`src/rtl/rstgen_pkg.sv`:
```
package rstgen_pkg;

    typedef enum logic [1:0] {
        S_IDLE  = 2'd0,
        S_QUAL  = 2'd1,
        S_PULSE = 2'd2,
        S_REARM = 2'd3
    } rstgen_state_e;

    // Qualification time in half-second units for a 3-bit code.
    function automatic int qual_halves(input logic [2:0] code);
        return (code == 3'd0) ? 0 : int'(code) + 1;
    endfunction

    // Pulse width in half-millisecond units for a 2-bit code.
    function automatic int width_units(input logic [1:0] code);
        int u;
        unique case (code)
            2'd0: u = 1;
            2'd1: u = 2;
            2'd2: u = 10;
            default: u = 20;
        endcase
        return u;
    endfunction

endpackage

```
`src/rtl/rstgen_coincide.sv`:
```
module rstgen_coincide #(
    parameter int N = 3
) (
    input  logic [N-1:0] ev_in,
    input  logic [N-1:0] ev_en,
    output logic         all_hit,
    output logic         any_hit
);
    logic [N-1:0] masked;

    always_comb begin
        masked  = ev_in & ev_en;
        all_hit = (|ev_en) && (masked == ev_en);
        any_hit = |masked;
    end

    // full coincidence always implies at least one enabled event is high
    always_comb begin
        a_r1_all_implies_any: assert (!all_hit || any_hit);
    end
endmodule

```
`src/rtl/rstgen_tick_counter.sv`:
```
module rstgen_tick_counter #(
    parameter int W = 8
) (
    input  logic         clk,
    input  logic         rst_n,
    input  logic         clr,
    input  logic         step,
    input  logic [W-1:0] limit,
    output logic         done
);
    logic [W-1:0] cnt_q;
    logic [W:0]   cnt_next_w;

    always_comb begin
        cnt_next_w = {1'b0, cnt_q} + {{W{1'b0}}, 1'b1};
        done       = step && (cnt_next_w >= {1'b0, limit});
    end

    always_ff @(posedge clk or negedge rst_n) begin
        if (!rst_n)          cnt_q <= '0;
        else if (clr)        cnt_q <= '0;
        else if (step && !done) cnt_q <= cnt_next_w[W-1:0];
    end

    // a tick that does not finish the count advances it by exactly one
    a_r3_count_advances: assert property (@(posedge clk) disable iff (!rst_n)
        (step && !clr && !done) |=> (cnt_q == $past(cnt_q) + 1'b1));

    // a clear request leaves the count at zero
    a_r4_clear_zeroes: assert property (@(posedge clk) disable iff (!rst_n)
        clr |=> (cnt_q == '0));
endmodule

```
`src/rtl/coincident_reset_gen.sv`:
```
module coincident_reset_gen
    import rstgen_pkg::*;
#(
    parameter int NUM_EVENTS         = 3,
    parameter int TICKS_PER_HALF_SEC = 1000,
    parameter int TICKS_PER_HALF_MS  = 1,
    parameter bit ACTIVE_HIGH        = 1'b1
) (
    input  logic                  clk,
    input  logic                  rst_n,
    input  logic [NUM_EVENTS-1:0] ev_in,
    input  logic [NUM_EVENTS-1:0] ev_en,
    input  logic [2:0]            trig_time,
    input  logic [1:0]            pulse_code,
    input  logic                  tb_tick,
    output logic                  rst_out
);
    localparam int QMAX = 8 * TICKS_PER_HALF_SEC;
    localparam int QW   = $clog2(QMAX + 1);
    localparam int WMAX = 20 * TICKS_PER_HALF_MS;
    localparam int WW   = $clog2(WMAX + 1);
    localparam logic IDLE_LVL = ~ACTIVE_HIGH;

    rstgen_state_e state_q, state_d;
    logic          all_hit, any_hit;
    logic [QW-1:0] qual_limit;
    logic [WW-1:0] width_limit;
    logic          qual_done, width_done;
    logic          qual_zero;

    always_comb begin
        qual_limit  = QW'(qual_halves(trig_time) * TICKS_PER_HALF_SEC);
        width_limit = WW'(width_units(pulse_code) * TICKS_PER_HALF_MS);
        qual_zero   = (qual_limit == '0);
    end

    rstgen_coincide #(.N(NUM_EVENTS)) coin_i (
        .ev_in   (ev_in),
        .ev_en   (ev_en),
        .all_hit (all_hit),
        .any_hit (any_hit)
    );

    rstgen_tick_counter #(.W(QW)) qual_cnt_i (
        .clk   (clk),
        .rst_n (rst_n),
        .clr   (state_q != S_QUAL || !all_hit),
        .step  (state_q == S_QUAL && all_hit && tb_tick),
        .limit (qual_limit),
        .done  (qual_done)
    );

    rstgen_tick_counter #(.W(WW)) width_cnt_i (
        .clk   (clk),
        .rst_n (rst_n),
        .clr   (state_q != S_PULSE),
        .step  (state_q == S_PULSE && tb_tick),
        .limit (width_limit),
        .done  (width_done)
    );

    // Next-state logic
    always_comb begin
        state_d = state_q;
        unique case (state_q)
            S_IDLE: begin
                if (all_hit) state_d = qual_zero ? S_PULSE : S_QUAL;
            end
            S_QUAL: begin
                if (!all_hit)       state_d = S_IDLE;
                else if (qual_done) state_d = S_PULSE;
            end
            S_PULSE: begin
                if (width_done) state_d = S_REARM;
            end
            S_REARM: begin
                if (!any_hit) state_d = S_IDLE;
            end
            default: state_d = S_IDLE;
        endcase
    end

    // State register
    always_ff @(posedge clk or negedge rst_n) begin
        if (!rst_n) state_q <= S_IDLE;
        else        state_q <= state_d;
    end

    // Output register: changes on the same edge as the state
    always_ff @(posedge clk or negedge rst_n) begin
        if (!rst_n) rst_out <= IDLE_LVL;
        else        rst_out <= (state_d == S_PULSE) ? ACTIVE_HIGH : IDLE_LVL;
    end

    // entering the pulse needs coincidence in the cycle before
    a_r1_pulse_needs_coincide: assert property (@(posedge clk) disable iff (!rst_n)
        (state_q != S_PULSE && state_d == S_PULSE) |-> all_hit);

    // with nothing enabled no pulse can start
    a_r2_no_enable_no_fire: assert property (@(posedge clk) disable iff (!rst_n)
        (state_q != S_PULSE && ev_en == '0) |=> (state_q != S_PULSE));

    // loss of coincidence while qualifying returns to idle
    a_r4_drop_restarts: assert property (@(posedge clk) disable iff (!rst_n)
        (state_q == S_QUAL && !all_hit) |=> (state_q == S_IDLE));

    // lock-out holds while any enabled event remains high
    a_r6_rearm_holds: assert property (@(posedge clk) disable iff (!rst_n)
        (state_q == S_REARM && any_hit) |=> (state_q == S_REARM));

    // output level agrees with the pulse state
    a_r9_level_matches: assert property (@(posedge clk) disable iff (!rst_n)
        (rst_out == ACTIVE_HIGH) == (state_q == S_PULSE));
endmodule

```
`config.mk`:
```
export PLATFORM = sky130hd
export DESIGN_NAME = coincident_reset_gen
export DESIGN_NICKNAME = d
export VERILOG_FILES = /design/src/rtl/rstgen_pkg.sv /design/src/rtl/rstgen_coincide.sv /design/src/rtl/rstgen_tick_counter.sv /design/src/rtl/coincident_reset_gen.sv
export SDC_FILE = /design/constraint.sdc
export NUM_CORES = 1
export LEC_CHECK = 0
export BUFFER_PORTS_ARGS = -buffer_cell sky130_fd_sc_hd__buf_2
export CORE_MARGIN = 2
export CORE_UTILIZATION = 48
export DETAILED_ROUTE_END_ITERATION = 6
export PLACE_DENSITY = 0.67
export SLEW_MARGIN = 20
export SYNTH_ARGS = -nofsm -noshare
export SYNTH_HDL_FRONTEND = slang
export SYNTH_SLANG_ARGS = --single-unit
```
`constraint.sdc`:
```
create_clock -name clk -period 2.9 [get_ports clk]
set_input_delay 0.145 -clock clk [delete_from_list [all_inputs] [get_ports clk]]
set_output_delay 0.145 -clock clk [all_outputs]
set_load 0.1 [all_outputs]
```
* Yosys cells after proc, flatten, opt, wreduce, memory -nomap -nowiden
Cells that the tools add are included.
Storage, ports and cells: word-level logic and storage cells 54, register bits after elaboration 21, input port bits 14, output and inout bits 1
Operators by class: equality and inequality tests 9, reduce and logical (&&, ||, !) cells 20, $add $sub $neg 3, multiply operators 1, multiplexer cells 14, bitwise logic cells 1, $lt $le $gt $ge 2
Operator list (count):
- 13-bit 2-to-1 mux | 2
- 5-bit one-hot mux with 3 select lines | 1
- 13-bit by 1-bit adder with 14-bit output (second input constant) | 1
- 14-bit by 13-bit greater-or-equal comparator with 1-bit output | 1
- 13-bit zero test | 1
- 2-bit 2-to-1 mux | 6
- 4-bit by 7-bit multiplier with 10-bit output (second input constant) | 1
- 5-bit 2-to-1 mux | 2
- 2-bit equality test (second input constant) | 4
- 1-bit logical AND | 8
- 2-bit one-hot mux with 4 select lines | 1
- 5-bit by 1-bit adder with 6-bit output (second input constant) | 1
- 6-bit by 5-bit greater-or-equal comparator with 1-bit output | 1
- 3-bit OR reduction | 2
- 3-bit by 1-bit adder with 4-bit output (second input constant) | 1
- 2-bit by 1-bit equality test with 1-bit output (second input constant) | 2
- 2-bit zero test | 2
- 4-bit 2-to-1 mux | 1
- 2-bit nonzero test | 2
- 3-bit AND | 1
- 3-bit equality test | 1
- 1-bit zero test | 3
- 3-bit zero test | 1
- 2-bit by 1-bit != test with 1-bit output (second input constant) | 1
- other kinds (3) | 3

* Depth between registers and ports, before layout
depth in word-level cells 11, gate-level depth with buffers 23, mapped depth without buffers 21

* Cells and area by module
A second synthesis with hierarchy kept.
Second synthesis, totals: cell total of the unflattened synthesis 292, area total of the unflattened synthesis 2488.6 um^2
Modules (own cells, without submodules):
- rstgen_tick_counter at qual_cnt_i | area an instance 1226.2 um^2, instances 1, seq. area each 325.3 um^2, cells an instance 143
- coincident_reset_gen | area an instance 780.7 um^2, instances 1, seq. area each 75.1 um^2, cells an instance 95
- rstgen_tick_counter at width_cnt_i | area an instance 431.7 um^2, instances 1, seq. area each 125.1 um^2, cells an instance 47
- rstgen_coincide | area an instance 50.0 um^2, instances 1, seq. area each 0.0 um^2, cells an instance 7

* Worst setup path after synthesis
OpenSTA, ideal clock, no wires.
path kind input port to flip-flop, start input port trig_time[0], end register qual_cnt_i.cnt_q[10], stages 21, data arrival time 4290 ps, setup slack -1457 ps, cell sequence inv_1 -> ha_1 -> nand2b_1 -> mux2_2 -> inv_1 -> fa_1 -> inv_1 -> fa_1 -> inv_1 -> ha_1 -> a21o_1 -> a21oi_1 -> o21ai_0 -> xor2_1 -> ha_1 -> a21o_1 -> a21oi_1 -> o21a_1 -> o211ai_2 -> or4_2 -> nand2_1
Between the ends: longest elaborated chain between the ends 8, elaborated cells on any way between the ends 9
RTL lines:
- start: declaration | line coincident_reset_gen.sv:13 | input logic [2:0] trig_time,
- 3-bit by 1-bit adder with 4-bit output or 3-bit zero test (tied branches) | line rstgen_pkg.sv:12 | return (code == 3'd0) ? 0 : int'(code) + 1;
- 4-bit 2-to-1 mux (*) | line rstgen_pkg.sv:12
- 4-bit by 7-bit multiplier with 10-bit output (*) | line coincident_reset_gen.sv:32 | qual_limit = QW'(qual_halves(trig_time) * TICKS_PER_HALF_SEC);
- 14-bit by 13-bit greater-or-equal comparator with 1-bit output (*) | line rstgen_tick_counter.sv:16 | done = step && (cnt_next_w >= {1'b0, limit});
- 1-bit logical AND (*) | line rstgen_tick_counter.sv:16
- 1-bit zero test (*) | line rstgen_tick_counter.sv:22 | else if (step && !done) cnt_q <= cnt_next_w[W-1:0];
- 1-bit logical AND (*) | line rstgen_tick_counter.sv:22
- 2-bit nonzero test (no source line) (*)
- end signal: assignment | line rstgen_tick_counter.sv:22
- end: declaration | line rstgen_tick_counter.sv:11 | logic [W-1:0] cnt_q;
Mark *: on every way between the ends. The rest lies on a longest branch, timed or not. A chain may end at the register's enable or synchronous reset.

* Worst setup path in the final report
start input port trig_time[0], end register qual_cnt_i.cnt_q[6]
The elaborated chain is that of the path after synthesis.

==> results.md <==
- Outcome: finished, violations left
- Failing checks: negative setup slack
- Syn Nets: 314
- Grt ovf: 0
- Mapped Area: 2310 um^2
- Num CTS Buffers: 3
- Final hold slack: 0.261 ns
- Cell Area, Placed: around 2800 um^2
- Max Cap Viol: 0
- PortBufs: 14
- EDFF count, synth: 0
- CP required: 3.09 ns
- Layout Cells excl Fill: roughly 370
- Cell variety after synth: 50
- Yosys warns: 0
- Clock Tree Root: clkbuf_8
- Die ar.: 5390 um^2
- Placed Cells: 354
- Commonest non-fill, non-tap cell in the layout: buf_4
- CTS tree: done
- RSZ-0062 raised after global routing: yes
- GRT Util Overall: 0.190
- Most frequent cells in the layout: 39 x buf_4, 29 x ha_1, 21 x dfrtp_1
- Pin count of the biggest net entering global routing: 22
- Critical Path AT: 4.17 ns
- Final WL: 4.82 mm
- Crit share post-route: 1.37
- Num rows: 25
- First-pass GRT wire length: roughly 8 mm
- Total power: 1.09 mW
- Critical Path Slowest Stage Cell: fa_1
- RePlAce Congestion: 0.802
- Core Region: 4690 um^2
- Static Leak: between 1 and 1.5 nW
- Worst setup margin: -1.08 ns
- Final setup viols: 16
- Area of the multi-input gates: 1760 um^2
- Fraction of layout cells with a size suffix above 1: 0.321
- Worst Max-Slew Pin Slew: 0.601 ns
- P per Cell Area: ~370 nW/um^2
- Slowest stage delay, CP: 0.44 ns
- Register bit total from synthesis: 21
- Max rail drop VDD: around 0.00015 V
- Mapped Cells: 260
- Starting density of the core: 0.493
- Initial antenna violation count: 0
- Crit path max fanout: 21
- Post-DP HPWL: approximately 3.8 mm
- Sequential share of the synthesized area: 0.227
- Initial DRC count: 65
- # IOs: 15
- Largest delay share family, worst path: adder cells
- Nets: 370
- DR WL/cell: 13.1 um
- Fin crit period: 3.98 ns
- Slew margin rel.: 0.598
- Finished Core Util: 0.631
- Asr flop ratio synth: 1.00
- CP endpoint kind: flip-flop
- Area delta synth->final: 28.2%
- Clock sinks: 21
- Chip height: around 73 um
- # DRC: 0
- Worst Path Buf+Inv: 6
- Skew final: slightly below 0.0007 ns
- Critical path class: in2reg
- Top FF cell, synth: dfrtp_1
- CTS max path bufs: 2
- HP Class: in2reg
- N_diodes: 0
- Vias/cell: roughly 5.3
- Finished Cell Area: 2960 um^2
- Fin Setup TNS: -16.19 ns
- Vias in the first global route: 1,783
- Clock slew at reported path FFs: about 0.080 ns
- First-pass iteration count of the detailed router: 4
- FMAX: roughly 250 MHz
- Worst slack, placed: -1.49 ns
- Critical Path Source Type: input port
- Max Slew Vio Count: 0
- Syn Area/Cell: 8.89 um^2
- Clk_lat worst skew: roughly 0.26 ns
- Layout fillers: 387
- Seq. cell area: 526 um^2
- Final Hold Fails: 0
- Critical Path, Cell by Cell: buf_12 > inv_12 > ha_4 > nand2b_4 > mux2_4 > inv_4 > fa_1 > inv_2 > fa_1 > inv_2 > ha_4 > a21o_1 > a21oi_2 > o21ai_1 > xor2_1 > ha_1 > a21o_1 > a21oi_2 > o21a_1 > o211ai_2 > buf_12 > or4_1 > o21ai_1
- Die width: about 73 um
- ANT nets after route: 0
- Via count: just under 2,000
- # H-tree levels: 1
==> worst reg2reg max path: stages, from the launching register on <==
cell,delay (ns)
dfrtp_1,0.35
ha_1,0.22
nand3_4,0.13
nor3_4,0.24
nand3_2,0.10
or2_4,0.27
xnor2_1,0.17
ha_1,0.29
a21oi_2,0.14
o21a_1,0.16
o211ai_2,0.10
buf_12,0.17
or4_1,0.40
o21ai_1,0.08
==> synthesized netlist by cell type, types with 2 or more instances <==
cell / instances / area share
o21ai_0: 14 / 0.030
xor2_1: 15 / 0.057
dfrtp_1: 21 / 0.23
o211ai_1: 4 / 0.013
and3_1: 4 / 0.011
o21ai_1: 2 / 0.0043
a21oi_1: 15 / 0.032
nor3b_1: 2 / 0.0065
buf_6: 3 / 0.015
a21o_1: 4 / 0.013
nand2_1: 18 / 0.029
nand2b_1: 5 / 0.014
nand3_1: 9 / 0.019
or3_1: 8 / 0.022
nand4_1: 2 / 0.0054
nor2b_1: 3 / 0.0081
or2_2: 2 / 0.0054
mux2i_1: 3 / 0.013
xnor2_1: 11 / 0.042
o21a_1: 2 / 0.0065
o22ai_1: 2 / 0.0054
ha_1: 33 / 0.18
clkbuf_1: 2 / 0.0032
fa_1: 7 / 0.061
inv_1: 26 / 0.042
nor4_1: 2 / 0.0054
nor2_1: 17 / 0.028
or4_1: 2 / 0.0065
==> timing repair <==
action                                  4_1_cts  5_1_grt
pin swaps                                     8        4
endpoints found under the setup margin       16       16
endpoints found under the hold margin        21        0
gates resized for setup                      16        6
setup buffers                                 6        4
hold buffers                                  1        0
==> cell type report <==
type | instances | area share
multi-input cells | 208 | 0.595
well taps | 54 | 0.0228
inverters | 26 | 0.0422
repair buffers | 56 | 0.147
flip-flops and latches | 21 | 0.177
clock buffers | 3 | 0.0139
clock inverters | 1 | 0.00169
==> path summary, 6_finish.rpt <==
check	slack (ns)	endpoint	depth (start not counted)	startpoint
min	0.26	state_q[1]	3	tb_tick
min reg2reg	0.56	width_cnt_i.cnt_q[1]	2	width_cnt_i.cnt_q[1]
max in group asynchronous	2.20	qual_cnt_i.cnt_q[9]	2	rst_n
min in group asynchronous	0.37	width_cnt_i.cnt_q[0]	2	rst_n
max	-1.08	qual_cnt_i.cnt_q[6]	23	trig_time[0]
max reg2reg	0.03	qual_cnt_i.cnt_q[6]	13	qual_cnt_i.cnt_q[0]
==> routing by layer <==
| layer | up-vias | global-route usage | routed length, um |
|---|---|---|---|
| met5 | - | 0 | 0 |
| met2 | 19 | 0.319 | 2260 |
| met1 | 916 | 0.258 | 2420 |
| met3 | 4 | 0.0329 | 99 |
| met4 | 0 | 0.0364 | 33 |
| li1 | 1026 | - | - |
==> sequential cells by signal, summed over array words and instances, names as in the netlist <==
name	cells
qual_cnt_i.cnt_q	13
rst_out	1
state_q	2
width_cnt_i.cnt_q	5
==> report_power, final <==
| part | total, mW | switching [mW] | internal (mW) | leakage [nW] |
|---|---|---|---|---|
| Clock | 0.193 | 0.0971 | 0.0958 | 0.0255 |
| Combinational | 0.597 | 0.291 | 0.307 | 1.16 |
| Sequential | 0.300 | 0.00422 | 0.296 | 0.291 |
==> cells by family after synthesis <==
family | count (synthesis) | share of synthesized area
compound gates | 54 | 0.152
xor+xnor | 26 | 0.0985
simple gates | 84 | 0.205
fa+ha+maj | 40 | 0.239
flops | 21 | 0.227
buf+inv | 31 | 0.0601
mux | 4 | 0.0179
No activity file was read; power rests on OpenSTA's default activity.
